**src/rtl/i2c_phase_pkg.sv**
```systemverilog
package i2c_phase_pkg;

    localparam int DIV_W   = 16;              // divisor field width
    localparam int CTL_W   = 16;              // control field width
    localparam int CFG_W   = 2 * DIV_W + CTL_W;
    localparam int PH_W    = 7;               // holds up to 16*4+15 phases
    localparam int S_MAX   = 7;               // clamp on update sub-phase

    typedef enum logic [2:0] {
        OP_START   = 3'd0,
        OP_RESTART = 3'd1,
        OP_WRITE   = 3'd2,
        OP_READ    = 3'd3,
        OP_STOP    = 3'd4
    } op_e;

    typedef struct packed {
        logic [DIV_W-1:0] divl;
        logic [DIV_W-1:0] divh;
        logic [3:0]       s;    // update sub-phase, 1..7
        logic [2:0]       u;    // START setup multiple, 1..4
        logic [2:0]       p;    // STOP setup multiple, 1..4
    } timing_t;

endpackage

```
**src/rtl/ipt_cfg_unpack.sv**
```systemverilog
module ipt_cfg_unpack
    import i2c_phase_pkg::*;
(
    input  logic [CFG_W-1:0] cfg,
    output timing_t          tm
);
    logic [CTL_W-1:0] ctl;
    logic [4:0]       s_raw;

    always_comb begin
        ctl     = cfg[CFG_W-1 -: CTL_W];
        s_raw   = {1'b0, ctl[11:8]} + 5'd1;
        tm.divl = cfg[DIV_W-1:0];
        tm.divh = cfg[2*DIV_W-1:DIV_W];
        tm.s    = (s_raw > 5'(S_MAX)) ? 4'(S_MAX) : s_raw[3:0];
        tm.u    = {1'b0, ctl[13:12]} + 3'd1;
        tm.p    = {1'b0, ctl[15:14]} + 3'd1;
    end
endmodule

```
**src/rtl/ipt_phase_cnt.sv**
```systemverilog
module ipt_phase_cnt #(
    parameter int DIV_W = 16,
    parameter int PH_W  = 7
) (
    input  logic             clk,
    input  logic             rst_n,
    input  logic             load,
    input  logic [PH_W-1:0]  load_phase,
    input  logic             run,
    input  logic [DIV_W-1:0] divl,
    input  logic [DIV_W-1:0] divh,
    output logic [PH_W-1:0]  phase,
    output logic             first_clk,
    output logic             tick
);
    localparam logic [PH_W-1:0] LOW_PHASES = PH_W'(8);

    typedef struct packed {
        logic [DIV_W-1:0] cnt;
        logic [PH_W-1:0]  ph;
    } cnt_t;

    cnt_t             r_q, r_d;
    logic [DIV_W-1:0] limit;

    always_comb begin
        limit = (r_q.ph < LOW_PHASES) ? divl : divh;
        tick  = run && (r_q.cnt == limit);
        r_d   = r_q;
        if (load) begin
            r_d.cnt = '0;
            r_d.ph  = load_phase;
        end else if (tick) begin
            r_d.cnt = '0;
            r_d.ph  = r_q.ph + PH_W'(1);
        end else if (run) begin
            r_d.cnt = r_q.cnt + DIV_W'(1);
        end
    end

    always_ff @(posedge clk or negedge rst_n) begin
        if (!rst_n) r_q <= '0;
        else        r_q <= r_d;
    end

    assign phase     = r_q.ph;
    assign first_clk = (r_q.cnt == '0);
endmodule

```
**src/rtl/i2c_phase_timer.sv**
```systemverilog
module i2c_phase_timer
    import i2c_phase_pkg::*;
(
    input  logic             clk,
    input  logic             rst_n,
    input  logic             cmd_valid,
    output logic             cmd_ready,
    input  logic [2:0]       cmd_op,
    input  logic             cmd_wbit,
    input  logic [CFG_W-1:0] cfg_word,
    input  logic             sda_in,
    output logic             scl_oe,
    output logic             sda_oe,
    output logic             done,
    output logic             rd_bit
);
    localparam logic [PH_W-1:0] PH_LOW_LAST  = PH_W'(7);
    localparam logic [PH_W-1:0] PH_HIGH_MID  = PH_W'(12);
    localparam logic [PH_W-1:0] PH_BIT_LAST  = PH_W'(15);
    localparam logic [PH_W-1:0] PH_HIGH_BASE = PH_W'(8);

    typedef struct packed {
        logic             busy;
        op_e              op;
        logic             wbit;
        logic [CFG_W-1:0] cfg;
        logic             scl_low;
        logic             sda_low;
        logic             done;
        logic             rd;
    } state_t;

    state_t          r_q, r_d;
    timing_t         tm;
    logic [PH_W-1:0] phase;
    logic            first_clk, tick;
    logic            load;
    logic [PH_W-1:0] load_ph;
    logic [PH_W-1:0] t_upd, t_sta_sda, t_sta_end, t_sto_sda;
    logic            at_upd, scl_up, sta_sda, sta_end, sto_sda, rd_pt, bit_end;

    ipt_cfg_unpack u_unpack (
        .cfg (r_q.cfg),
        .tm  (tm)
    );

    ipt_phase_cnt #(.DIV_W(DIV_W), .PH_W(PH_W)) u_phase (
        .clk        (clk),
        .rst_n      (rst_n),
        .load       (load),
        .load_phase (load_ph),
        .run        (r_q.busy),
        .divl       (tm.divl),
        .divh       (tm.divh),
        .phase      (phase),
        .first_clk  (first_clk),
        .tick       (tick)
    );

    // phase targets derived from the captured configuration
    always_comb begin
        t_upd     = PH_W'(tm.s);
        t_sta_sda = PH_HIGH_BASE + PH_W'({tm.u, 3'b000});
        t_sta_end = PH_W'({tm.u, 4'b0000}) + PH_BIT_LAST;
        t_sto_sda = PH_HIGH_BASE + PH_W'({tm.p, 3'b000});
        at_upd    = first_clk && (phase == t_upd);
        scl_up    = tick && (phase == PH_LOW_LAST);
        sta_sda   = first_clk && (phase == t_sta_sda);
        sta_end   = tick && (phase == t_sta_end);
        sto_sda   = first_clk && (phase == t_sto_sda);
        rd_pt     = first_clk && (phase == PH_HIGH_MID);
        bit_end   = tick && (phase == PH_BIT_LAST);
    end

    always_comb begin
        r_d     = r_q;
        r_d.done = 1'b0;
        load    = 1'b0;
        load_ph = '0;
        if (!r_q.busy) begin
            if (cmd_valid) begin
                if (cmd_op <= 3'd4) begin
                    r_d.busy = 1'b1;
                    r_d.op   = op_e'(cmd_op);
                    r_d.wbit = cmd_wbit;
                    r_d.cfg  = cfg_word;
                    load     = 1'b1;
                    load_ph  = (op_e'(cmd_op) == OP_START) ? PH_HIGH_BASE : '0;
                end else begin
                    r_d.done = 1'b1;
                end
            end
        end else begin
            unique case (r_q.op)
                OP_START, OP_RESTART: begin
                    if (r_q.op == OP_RESTART && at_upd) r_d.sda_low = 1'b0;
                    if (scl_up)  r_d.scl_low = 1'b0;
                    if (sta_sda) r_d.sda_low = 1'b1;
                    if (sta_end) begin
                        r_d.scl_low = 1'b1;
                        r_d.busy    = 1'b0;
                        r_d.done    = 1'b1;
                    end
                end
                OP_WRITE, OP_READ: begin
                    if (at_upd)
                        r_d.sda_low = (r_q.op == OP_WRITE) ? !r_q.wbit : 1'b0;
                    if (scl_up) r_d.scl_low = 1'b0;
                    if (rd_pt && r_q.op == OP_READ) r_d.rd = sda_in;
                    if (bit_end) begin
                        r_d.scl_low = 1'b1;
                        r_d.busy    = 1'b0;
                        r_d.done    = 1'b1;
                    end
                end
                OP_STOP: begin
                    if (at_upd) r_d.sda_low = 1'b1;
                    if (scl_up) r_d.scl_low = 1'b0;
                    if (sto_sda) begin
                        r_d.sda_low = 1'b0;
                        r_d.busy    = 1'b0;
                        r_d.done    = 1'b1;
                    end
                end
                default: r_d.busy = 1'b0;
            endcase
        end
    end

    always_ff @(posedge clk or negedge rst_n) begin
        if (!rst_n) begin
            r_q      <= '0;
            r_q.op   <= OP_START;
        end else begin
            r_q      <= r_d;
        end
    end

    assign cmd_ready = !r_q.busy;
    assign scl_oe    = r_q.scl_low;
    assign sda_oe    = r_q.sda_low;
    assign done      = r_q.done;
    assign rd_bit    = r_q.rd;
endmodule

```
**config.mk**
```make
export PLATFORM = sky130hd
export DESIGN_NAME = i2c_phase_timer
export DESIGN_NICKNAME = d
export VERILOG_FILES = /design/src/rtl/i2c_phase_pkg.sv /design/src/rtl/ipt_cfg_unpack.sv /design/src/rtl/ipt_phase_cnt.sv /design/src/rtl/i2c_phase_timer.sv
export SDC_FILE = /design/constraint.sdc
export NUM_CORES = 1
export LEC_CHECK = 0
export ABC_AREA = 1
export BUFFER_PORTS_ARGS = -buffer_cell sky130_fd_sc_hd__buf_2
export CAP_MARGIN = 20
export CORE_ASPECT_RATIO = 1.75
export CORE_MARGIN = 2
export CORE_UTILIZATION = 50
export DETAILED_ROUTE_END_ITERATION = 10
export PLACE_DENSITY = 0.7
export SKIP_CTS_REPAIR_TIMING = 1
export SLEW_MARGIN = 10
export SYNTH_ARGS = -nofsm -noshare
export SYNTH_HDL_FRONTEND = slang
export SYNTH_HIERARCHICAL = 1
export SYNTH_SLANG_ARGS = --single-unit
```
**constraint.sdc**
```tcl
create_clock -name clk -period 3 [get_ports clk]
set_input_delay 0.9 -clock clk [delete_from_list [all_inputs] [get_ports clk]]
set_output_delay 0.9 -clock clk [all_outputs]
set_load 0.05 [all_outputs]
```
* After elaboration in Yosys (flattened, before gate mapping)
Index checks and enable logic that the tools add are counted.
Operators by class: add/sub/neg operators 8, $lt $le $gt $ge 3, equal/unequal tests 15, mux-type cells 35, bitwise operators 1, reduce and logical (&&, ||, !) cells 24
Operators with widths (number):
- 2-to-1 mux 53 bit | 2
- 2-to-1 mux 16 bit | 3
- 2-to-1 mux 23 bit | 1
- == test 7 bit | 3
- 2-to-1 mux 1 bit | 20
- 2-to-1 mux 4 bit | 5
- adder 16 x 1 -> 16 bit, second input constant | 1
- == test 16 bit | 1
- logical NOT 16 bit | 1
- adder 4 x 6 -> 7 bit, first input constant | 2
- == test 7 x 4 -> 1 bit, second input constant | 2
- logical AND 1 bit | 10
- one-hot mux 3 bit (3 select lines) | 1
- adder 7 x 1 -> 7 bit, second input constant | 1
- adder 7 x 4 -> 7 bit, second input constant | 1
- == test 7 x 3 -> 1 bit, second input constant | 1
- == test 7 x 4 -> 1 bit | 1
- < comparator 7 x 4 -> 1 bit, second input constant | 1
- 2-to-1 mux 7 bit | 1
- adder 2 x 1 -> 3 bit, second input constant | 2
- == test 3 x 2 -> 1 bit, second input constant | 2
- logical NOT 3 bit | 2
- != test 3 bit, second input constant | 2
- AND reduction 3 bit | 2
- 15 further kinds | 18
Storage, ports and cells: bits in registers 80, bits of input ports 56, logic and storage cells 96

* Longest topological paths before layout
Gate-level depths: netlist of the first run.
depth in word-level cells 10, gate-level depth with buffers 19, gate-level depth less buffers 18

* Cells and area by module
The synthesis of the first run kept the hierarchy.
By module, submodules not included:
- i2c_phase_timer | times used 1, cells an instance 363, area an instance 2726.4 µm², sequential area each 1426.4 µm²
- ipt_phase_cnt | times used 1, cells an instance 319, area an instance 2067.0 µm², sequential area each 575.6 µm²
- ipt_cfg_unpack | times used 1, cells an instance 53, area an instance 366.6 µm², sequential area each 0.0 µm²

* Least setup slack after synthesis of the first run
Ideal clock, no wire load.
path kind input-to-reg, start point input cmd_valid, end point register u_phase/r_q[8] in the netlist's numbering, library setup time 0.121 ns, arrival time 2.049 ns, data required time 2.879 ns, path slack 0.830 ns, cell stages on the path 9, path buffers 2, cells stage by stage nand2_1 inv_1 nand2_1 inv_2 buf_2 clkinv_1 nand2_4 buf_4 nor2_1
Between the ends: word-level cells in the longest chain between the ends 3, elaborated cells on any way between the ends 4, classes of those cells mux (3); reduce/logical (1)
Ends and longest elaborated chain:
- start, declared | line i2c_phase_timer.sv:6 | input logic cmd_valid,
- 2-to-1 mux 1 bit (*) | line i2c_phase_timer.sv:81 | if (cmd_valid) begin
- 2-to-1 mux 1 bit (*) | line i2c_phase_timer.sv:80 | if (!r_q.busy) begin
- named net load | line i2c_phase_timer.sv:37 | logic load;
- nonzero test 3 bit (no source line) or 2-to-1 mux 23 bit (tied branches)
- end signal, assigned | line ipt_phase_cnt.sv:43 | else r_q <= r_d;
- end, declared | line ipt_phase_cnt.sv:23 | cnt_t r_q, r_d;
The timed path passes the listed nets; every way through them passes the cells marked *. A chain may end at the register's enable or synchronous reset.

==> flow_summary.ini, run 1 <==
[clocking]
clk_latency_ns = 0.35
cts_tree = done
numCtsBuffers = 9
clock_sinks = 72
htree_levels = 3
cts-root-buf = clkbuf_16
clockBufferDepth = 2
clkTransAtPathRegs_ns = 0.06

[worst_setup_path]
r2r_start = u_phase/phase[6]$_DFFE_PN0P_
crit_path_start = u_phase/phase[6]$_DFFE_PN0P_
endpoint_kind = flip-flop
rr_worst_depth = 14
crit_fanout = 13
critical_path_class = flip-flop to flip-flop
crit-reg2reg-capture = done$_DFF_PN0_
r2r_slack_ns = 0.39
crit_arrival_ns = 2.88
critPathLaunchType = flip-flop
required_ns = 3.27

[layout]
fin_nets = 788
stdcell_area_um2 = 5300
antennaDiodeCount = 0
final_cells = 850
final_util_pct = 55.9
drive_gt1_share_pct = 14.8
final_common_cell = nand2_1
area_growth_pct = 8.74
final_cell_mix = nand2_1 (279), dfrtp_1 (69), nand3_1 (62), inv_1 (55), nor2_1 (53)
fill_cells = 959

[sta]
slew_viol_final = 0
tightest_slew_ns = 0.637
finalHoldViolCount = 0
fin_skew_ns = 0.00766
slew_headroom_pct = 57.1
fin_crit_sh_pct = 87.1
tns_ns = 0
setup_viol = 0
min_period_ns = 2.61
fmax_ghz = 0.383
setup_slack_ns = 0.387
rsz0062_at_grt = no

[global_route]
grt_pass1_vias = 4418
grtUsageTotal_pct = 25.6
grt_pass1_wl_um = 20500
grt-ovfl-total = 0
grt_max_degree = 49
antenna_found_initial = 0

[die]
die_h_um = 135
die_area_um2 = 10600
core_area_um2 = 9470
placement_rows = 47
start_util_pct = 51.4
fp.dieW_um = 78.6
boundaryPins = 61

[synthesis]
yosysWarnings = 6
synthesis.area_um2 = 4870
synth_area_per_cell_um2 = 6.93
synth_cells = 703

[drt]
vias_per_cell = 5.11
firstDrtPassIters = 4
antenna_left = 0
drc = 0
avgRoutedWirePerCell_um = 14.7
totalWireLength_um = 12500
vias = 4343
drt-initial-drc-count = 232

[placement]
dpl.hpwl_um = 9510
globalplace.congestion = 0.958
portBuffers = 52
place_area_um2 = 4960
dp_slack_ns = 0.395
dp_cells = 832

[hold_path]
hold-path-cell-count = 2
worstHoldEndpoint = r_q[10]$_DFFE_PN0P_
hold_path_startpoint = r_q[10]$_DFFE_PN0P_
min-delay-path-class = flip-flop to flip-flop

[power_and_ir_drop]
pwr-share-clk_pct = 20.3
pwr-share-seq_pct = 29.4
power_density_nw_per_um2 = 1090
p_sw_uw = 2680
comb_power_share_pct = 50.3
leakagePower_uw = 0.00282
ir_worst_vdd_uv = 526
intPower_uw = 3070
swShare_pct = 46.7

[run]
drv_cap = 0

[run_status]
outcome = finished clean
-- power groups by stage --
stage	Sequential [µW]	Combinational [µW]	Clock [µW]
3_3_place_gp	1680	2780	0
4_1_cts	1690	2870	1190
2_1_floorplan	1620	2530	0
6_report	1690	2890	1170
3_5_place_dp	1700	2840	0
5_1_grt	1740	3280	1230
-- worst max-delay path: stages, from the launching register on --
cell     delay, ns
dfrtp_2       0.50
nor2_4        0.21
buf_4         0.21
nand3_1       0.20
nand3_1       0.17
nand3_1       0.08
a21oi_1       0.17
nand3_1       0.10
nor2_1        0.20
o21ai_0       0.13
nor2_1        0.15
nand3_1       0.10
nand2_1       0.08
o21ai_0       0.13
o21ai_0       0.11
-- how the worst max path moves through the flow --
| stage | endpoint | depth (start not counted) |
|---|---|---|
| 3_3_place_gp | done$_DFF_PN0_ | 17 |
| 3_5_place_dp | done$_DFF_PN0_ | 14 |
| 2_1_floorplan | u_phase/r_q[8]$_DFFE_PN0P_ | 9 |
| 6_report | done$_DFF_PN0_ | 14 |
| 5_1_grt | done$_DFF_PN0_ | 17 |
| 4_1_cts | done$_DFF_PN0_ | 14 |
-- per-layer routing --
metal | up-vias | wire length (µm) | GRT usage (%)
li1 | 2197 | - | -
met1 | 1991 | 4420 | 24.6
met2 | 104 | 6600 | 46.6
met3 | 51 | 409 | 4.55
met4 | 0 | 1030 | 20.2
met5 | - | 0 | 0
-- per-stage QoR --
stage / hold WS, ns / power, µW
2_1_floorplan: 0.449 / 4150
4_1_cts: 0.488 / 5750
6_report: 0.483 / 5750
5_1_grt: 0.501 / 6250
3_3_place_gp: 0.461 / 4460
3_5_place_dp: 0.469 / 4540
-- sequential cells by signal, summed over array words and instances, names as in the netlist --
register / count
u_phase/phase: 7
scl_oe: 1
u_phase/r_q: 16
r_q: 45
sda_oe: 1
done: 1
rd_bit: 1
-- area by class of cell --
cell class / count / area, µm² / area share [%]
clock inverter: 7 / 95.1 / 1.80
timing repair buffer: 61 / 340 / 6.43
multi-input combinational: 516 / 2440 / 46.1
tap: 122 / 153 / 2.88
inverter: 63 / 236 / 4.47
clock buffer: 9 / 225 / 4.25
sequential: 72 / 1810 / 34.1
Power figures use the tool's default switching activity.
==> run 2: changes to the inputs <==
--- a/config.mk
+++ b/config.mk
@@ -12,10 +12,10 @@
 export CORE_MARGIN = 2
 export CORE_UTILIZATION = 50
 export DETAILED_ROUTE_END_ITERATION = 10
-export PLACE_DENSITY = 0.7
-export SKIP_CTS_REPAIR_TIMING = 1
+export PLACE_DENSITY = 0.73
 export SLEW_MARGIN = 10
 export SYNTH_ARGS = -nofsm -noshare
 export SYNTH_HDL_FRONTEND = slang
 export SYNTH_HIERARCHICAL = 1
 export SYNTH_SLANG_ARGS = --single-unit
+export TNS_END_PERCENT = 1
==> constraint.sdc (replaced) <==
create_clock -name clk -period 2.2 [get_ports clk]
set_input_delay 0.66 -clock clk [delete_from_list [all_inputs] [get_ports clk]]
set_output_delay 0.66 -clock clk [all_outputs]
set_load 0.05 [all_outputs]
==> run 2 against run 1 <==
  * The run now ends with negative setup slack left
  * Clock-buffer cell count rose by 3
  * First-iteration DRC count increased by 15%
  * Combinational power is 74% higher
  * Routed wire length increased by 5.3%
  * Clock skew about the same
  * Hold slack lost 0.13 ns
  * Clock power increased by 21%
  * Critical path type unchanged
  * Highest routed layer unchanged
==> flow_summary.ini, run 2 (synthesis results as in run 1) <==
[run_status]
outcome = complete, but fails checks
violations = negative setup slack

[drt]
avgRoutedWirePerCell_um = 14.7
met1_length_um = 4540
drc = 0
route.met3.wl_um = 461
totalWireLength_um = 13100
antenna_left = 0
drt-initial-drc-count = 266
vias = 4602
firstDrtPassIters = 4
vias_per_cell = 5.16
met2WireLength_um = 7340
top_layer = met4

[layout]
fin_nets = 830
drive_gt1_share_pct = 22.5
fill_cells = 892
largest_reg_flops = 45
final_cell_mix = nand2_1 (266), dfrtp_1 (72), inv_1 (54), nand3_1 (54), buf_2 (52)
antennaDiodeCount = 0
final_common_cell = nand2_1
area_growth_pct = 17.8
top_register = r_q

[global_route]
grt_pass1_vias = 4757
grt_max_degree = 73
grtUsageTotal_pct = 26.6
grt_pass1_wl_um = 21700
antenna_found_initial = 0
grt-ovfl-total = 0

[die]
die_area_um2 = 10600
start_util_pct = 51.4
core_area_um2 = 9470
die_h_um = 135
boundaryPins = 61
placement_rows = 47
fp.dieW_um = 78.6

[clocking]
cts_tree = done
clk_latency_ns = 0.34
cts-root-buf = clkbuf_16
clock_sinks = 72
clockBufferDepth = 2
clkTransAtPathRegs_ns = 0.06
hold_buffers = 0
numCtsBuffers = 9
htree_levels = 3

[power_and_ir_drop]
swShare_pct = 45.4
intPower_uw = 4760
comb_power_share_pct = 57.7
ir_worst_vdd_uv = 887
p_sw_uw = 3960
power_density_nw_per_um2 = 1520
pwr-share-seq_pct = 26.1
power_uw = 8720
pwr-share-clk_pct = 16.2
leakagePower_uw = 0.00305

[sta]
setup_slack_ns = -0.233
hold_ws_ns = 0.350
setup_viol = 12
fin_crit_sh_pct = 111
slew_viol_final = 0
fmax_ghz = 0.411
fin_skew_ns = 0.00802
rsz0062_at_grt = yes
finalHoldViolCount = 0
min_period_ns = 2.43

[worst_setup_path]
crit_fanout = 8
rr_worst_depth = 17
crit-reg2reg-capture = scl_oe$_DFFE_PN0P_
critical_path_class = flip-flop to flip-flop
endpoint_kind = flip-flop
required_ns = 2.48
critPathLaunchType = flip-flop
r2r_start = u_phase/phase[6]$_DFFE_PN0P_
crit_arrival_ns = 2.71
r2r_slack_ns = -0.23

[placement]
dpl.hpwl_um = 9770
portBuffers = 52
globalplace.congestion = 0.959

[run]
drv_cap = 0

[hold_path]
min-delay-path-class = input port to asynchronous set/reset pin
-- run 2: how the worst max path moves through the flow --
stage / start / to / slack, ns
2_1_floorplan: u_phase/phase[3]$_DFFE_PN0P_ / r_q[56]$_DFF_PN0_ / 0.06
3_3_place_gp: u_phase/phase[4]$_DFFE_PN0P_ / r_q[56]$_DFF_PN0_ / -0.31
3_5_place_dp: u_phase/phase[4]$_DFFE_PN0P_ / r_q[56]$_DFF_PN0_ / -0.31
4_1_cts: u_phase/phase[5]$_DFFE_PN0P_ / r_q[56]$_DFF_PN0_ / -0.17
5_1_grt: u_phase/phase[6]$_DFFE_PN0P_ / r_q[56]$_DFF_PN0_ / -0.46
6_report: u_phase/phase[6]$_DFFE_PN0P_ / scl_oe$_DFFE_PN0P_ / -0.23
-- run 2: per-layer routing --
metal | track usage, % | up-vias
met4 | 19.9 | 0
met2 | 50.3 | 117
met1 | 24.8 | 2154
met3 | 4.21 | 47
li1 | - | 2284
met5 | 0 | -
-- run 2: final cells by class --
| class | count | area, µm² | share of cell area [%] |
|---|---|---|---|
| Timing Repair Buffer | 103 | 687 | 12.0 |
| Multi-Input combinational cell | 516 | 2570 | 44.9 |
| Clock inverter | 4 | 45.0 | 0.786 |
| Clock buffer | 12 | 236 | 4.12 |
| Sequential cell | 72 | 1800 | 31.4 |
| Inverter | 63 | 236 | 4.12 |
| Tap cell | 122 | 153 | 2.66 |
-- run 2: stage by stage --
stage / utilization (%) / instances / setup slack, ns / instance area [µm²] / TNS, ns
after CTS: 59.7 / 890 / -0.167 / 5660 / -0.453
after global routing: 60.6 / 892 / -0.455 / 5730 / -3.98
final: 60.6 / 892 / -0.233 / 5730 / -0.923
after detailed placement: 54.7 / 862 / -0.312 / 5180 / -0.762
after global placement: 54.7 / 862 / -0.313 / 5180 / -0.793
after floorplan: - / 708 / 0.0561 / 4890 / 0
-- run 2: worst max-delay path: stages, from the launching register on --
cell and delay (ns):
dfrtp_1 0.40, nor2_4 0.25, nand2_8 0.14, buf_12 0.16, nand2_4 0.05, nand2_2 0.05, nand2_2 0.07, nand3_2 0.07
nor3_2 0.22, nand3_1 0.12, nor2_2 0.15, o21ai_1 0.09, nor2_1 0.14, nand2_1 0.10, buf_4 0.15, nand2_1 0.04
nand4_1 0.07, nand2_1 0.08
-- run 2: power by group through the flow --
stage | registers [µW] | clock network, µW | logic (µW)
after floorplan | 2210 | 0 | 3440
after global placement | 2260 | 0 | 4170
after detailed placement | 2270 | 0 | 4270
after CTS | 2270 | 1430 | 4790
after global routing | 2340 | 1490 | 5590
final | 2270 | 1420 | 5030
-- run 2: timing repair --
| action | 4_1_cts | 5_1_grt |
|---|---|---|
| resized for setup | 22 | 22 |
| hold endpoints to repair | 0 | 0 |
| pin swaps | 13 | 9 |
| buffers inserted | 12 | 2 |
| endpoints found under the setup margin | 3 | 27 |
==> run 3: changes to the inputs <==
--- a/config.mk
+++ b/config.mk
@@ -12,6 +12,7 @@
 export CORE_MARGIN = 2
 export CORE_UTILIZATION = 50
 export DETAILED_ROUTE_END_ITERATION = 10
+export MAX_ROUTING_LAYER = met4
 export PLACE_DENSITY = 0.73
 export SLEW_MARGIN = 10
 export SYNTH_ARGS = -nofsm -noshare
==> constraint.sdc (replaced) <==
create_clock -name clk -period 2.12 [get_ports clk]
set_input_delay 0.636 -clock clk [delete_from_list [all_inputs] [get_ports clk]]
set_output_delay 0.636 -clock clk [all_outputs]
set_load 0.05 [all_outputs]
==> run 3 against run 2 <==
  * Clock skew down 0.0014 ns
  * Routed wire length is 3.3% lower
  * Utilization rose by 0.81 points
  * Non-clock buffer count grew 9
  * Largest cell class unchanged
  * Global-route usage up 0.29 points
  * Combinational power fell by 3%
  * Critical path depth unchanged
  * Sequential share of layout area is 0.37 points lower
  * Die area is the same
  * Clock power up 24%
  * Via count increased by 0.76%
  * The flow still finishes with violations (negative setup slack)
  * Register-to-register slack hardly changed
==> flow_summary.ini, run 3 (synthesis results as in run 1) <==
[sta]
setup_viol = 4
fin_skew_ns = 0.00662
fmax_ghz = 0.424
setup_slack_ns = -0.240
slew_viol_final = 0
fin_crit_sh_pct = 111
min_period_ns = 2.36
rsz0062_at_grt = yes
finalHoldViolCount = 0
hold_ws_ns = 0.300
tns_ns = -0.657

[drt]
vias = 4637
antenna_left = 0
firstDrtPassIters = 4
totalWireLength_um = 12700
drt-initial-drc-count = 224
drc = 0
vias_per_cell = 5.15
avgRoutedWirePerCell_um = 14.1

[die]
die_h_um = 135
boundaryPins = 61
fp.dieW_um = 78.6
placement_rows = 47
start_util_pct = 51.4
core_area_um2 = 9470
die_area_um2 = 10600

[power_and_ir_drop]
ir_worst_vdd_uv = 968
power_density_nw_per_um2 = 1540
leakagePower_uw = 0.00311

[worst_setup_path]
cp.depth = 17
crit_path_top_delay_cell = dfrtp_1
r2r_slack_ns = -0.24
crit_arrival_ns = 2.57
crit_path_start = u_phase/phase[4]$_DFFE_PN0P_
rr_worst_depth = 17
cpMostUsedCell = nand2_1
crit_end = r_q[56]$_DFF_PN0_
r2r_start = u_phase/phase[4]$_DFFE_PN0P_
critical_path.max_stage_delay_ns = 0.41
endpoint_kind = flip-flop
required_ns = 2.33
crit-reg2reg-capture = r_q[56]$_DFF_PN0_
cp_top_family = simple AND/OR/NAND/NOR gates
critical_path_class = flip-flop to flip-flop
critPathLaunchType = flip-flop
crit_chain = nor2_4 -> buf_12 -> nand3_1 -> nand2_1 -> nand2_1 -> nand2_1 -> nand3_1 -> a21oi_1 -> nand3_1 -> nor2_2 -> o21ai_1 -> nor2_1 -> nand2_1 -> nand2_1 -> nand3_1 -> nand2_1 -> nand2_1
worst-path-buf-inv = 1
crit_fanout = 16

[global_route]
antenna_found_initial = 0
grt_pass1_vias = 4835
grt-ovfl-total = 0
grtUsageTotal_pct = 26.9
grt_pass1_wl_um = 21500
grt_max_degree = 73

[clocking]
clock_sinks = 72
clk_latency_ns = 0.34
clockBufferDepth = 2
cts_tree = done
cts-root-buf = clkbuf_16
numCtsBuffers = 9
clkTransAtPathRegs_ns = 0.06
htree_levels = 3

[layout]
stdcell_area_um2 = 5810
final_util_pct = 61.4
drive_gt1_share_pct = 22.1
final_common_cell = nand2_1
fin_nets = 839
final_cell_mix = nand2_1 (278), dfrtp_1 (70), nand3_1 (57), buf_2 (53), buf_4 (53)
top_register = r_q
antennaDiodeCount = 0
area_growth_pct = 19.3
final_cells = 901
largest_reg_flops = 45

[placement]
portBuffers = 52
dpl.hpwl_um = 9820
dp_cells = 880
globalplace.congestion = 0.925
place_area_um2 = 5330

[run_status]
outcome = complete, but fails checks
violations = negative setup slack

[run]
drv_cap = 0

[hold_path]
min-delay-path-class = input port to asynchronous set/reset pin
run 3: cell count changes in the layout (fill, tap and decap cells not counted), moves of 3 or more:
cell      previous run  this run
nand2_1            266       278
nand3_2             10         7
buf_6                5         2
nand2_2             17         7
buf_4               44        53
clkbuf_1             3         0
nand3_1             54        57
run 3: power breakdown:
| group | internal (µW) | switching, µW |
|---|---|---|
| Clock | 1150 | 607 |
| Sequential | 1900 | 419 |
| Combinational | 1960 | 2910 |
| Total | 5010 | 3940 |
run 3: how the worst min path moves through the flow:
stage | start | to | slack (ns)
after global placement | rd_bit$_DFFE_PN0P_ | rd_bit$_DFFE_PN0P_ | 0.46
after CTS | rst_n | u_phase/phase[1]$_DFFE_PN0P_ | 0.34
final | rst_n | done$_DFF_PN0_ | 0.30
after detailed placement | r_q[11]$_DFFE_PN0P_ | r_q[11]$_DFFE_PN0P_ | 0.46
after floorplan | rst_n | done$_DFF_PN0_ | 0.34
after global routing | rst_n | done$_DFF_PN0_ | 0.35
run 3: per-layer routing:
metal | track usage, % | vias to the layer above | share of wire, %
met5 | - | - | 0
met4 | 19.3 | 0 | 7.6
met3 | 3.81 | 58 | 3.3
met2 | 48.6 | 147 | 54
met1 | 25.4 | 2135 | 35
li1 | - | 2297 | -
run 3: repair_timing:
item	4_1_cts	5_1_grt
setup endpoints to repair	27	27
resized for setup	20	6
pin swaps	6	7
buffers inserted	3	1
cloned	1	0
hold buffers	0	0
run 3: area by class of cell:
class	instances	area, µm²
clock inverters	7	120
clock buffers	9	225
inverters	63	236
fillers	908	3660
multi-input cells	516	2510
well taps	122	153
flip-flops and latches	72	1800
repair buffers	112	761
run 3: through the flow:
stage / total power (µW) / setup slack [ns]
finish: 8950 / -0.240
global route: 9730 / -0.430
CTS: 8910 / -0.213
detailed placement: 6860 / -0.331
global placement: 6720 / -0.335
floorplan: 5880 / -0.0182
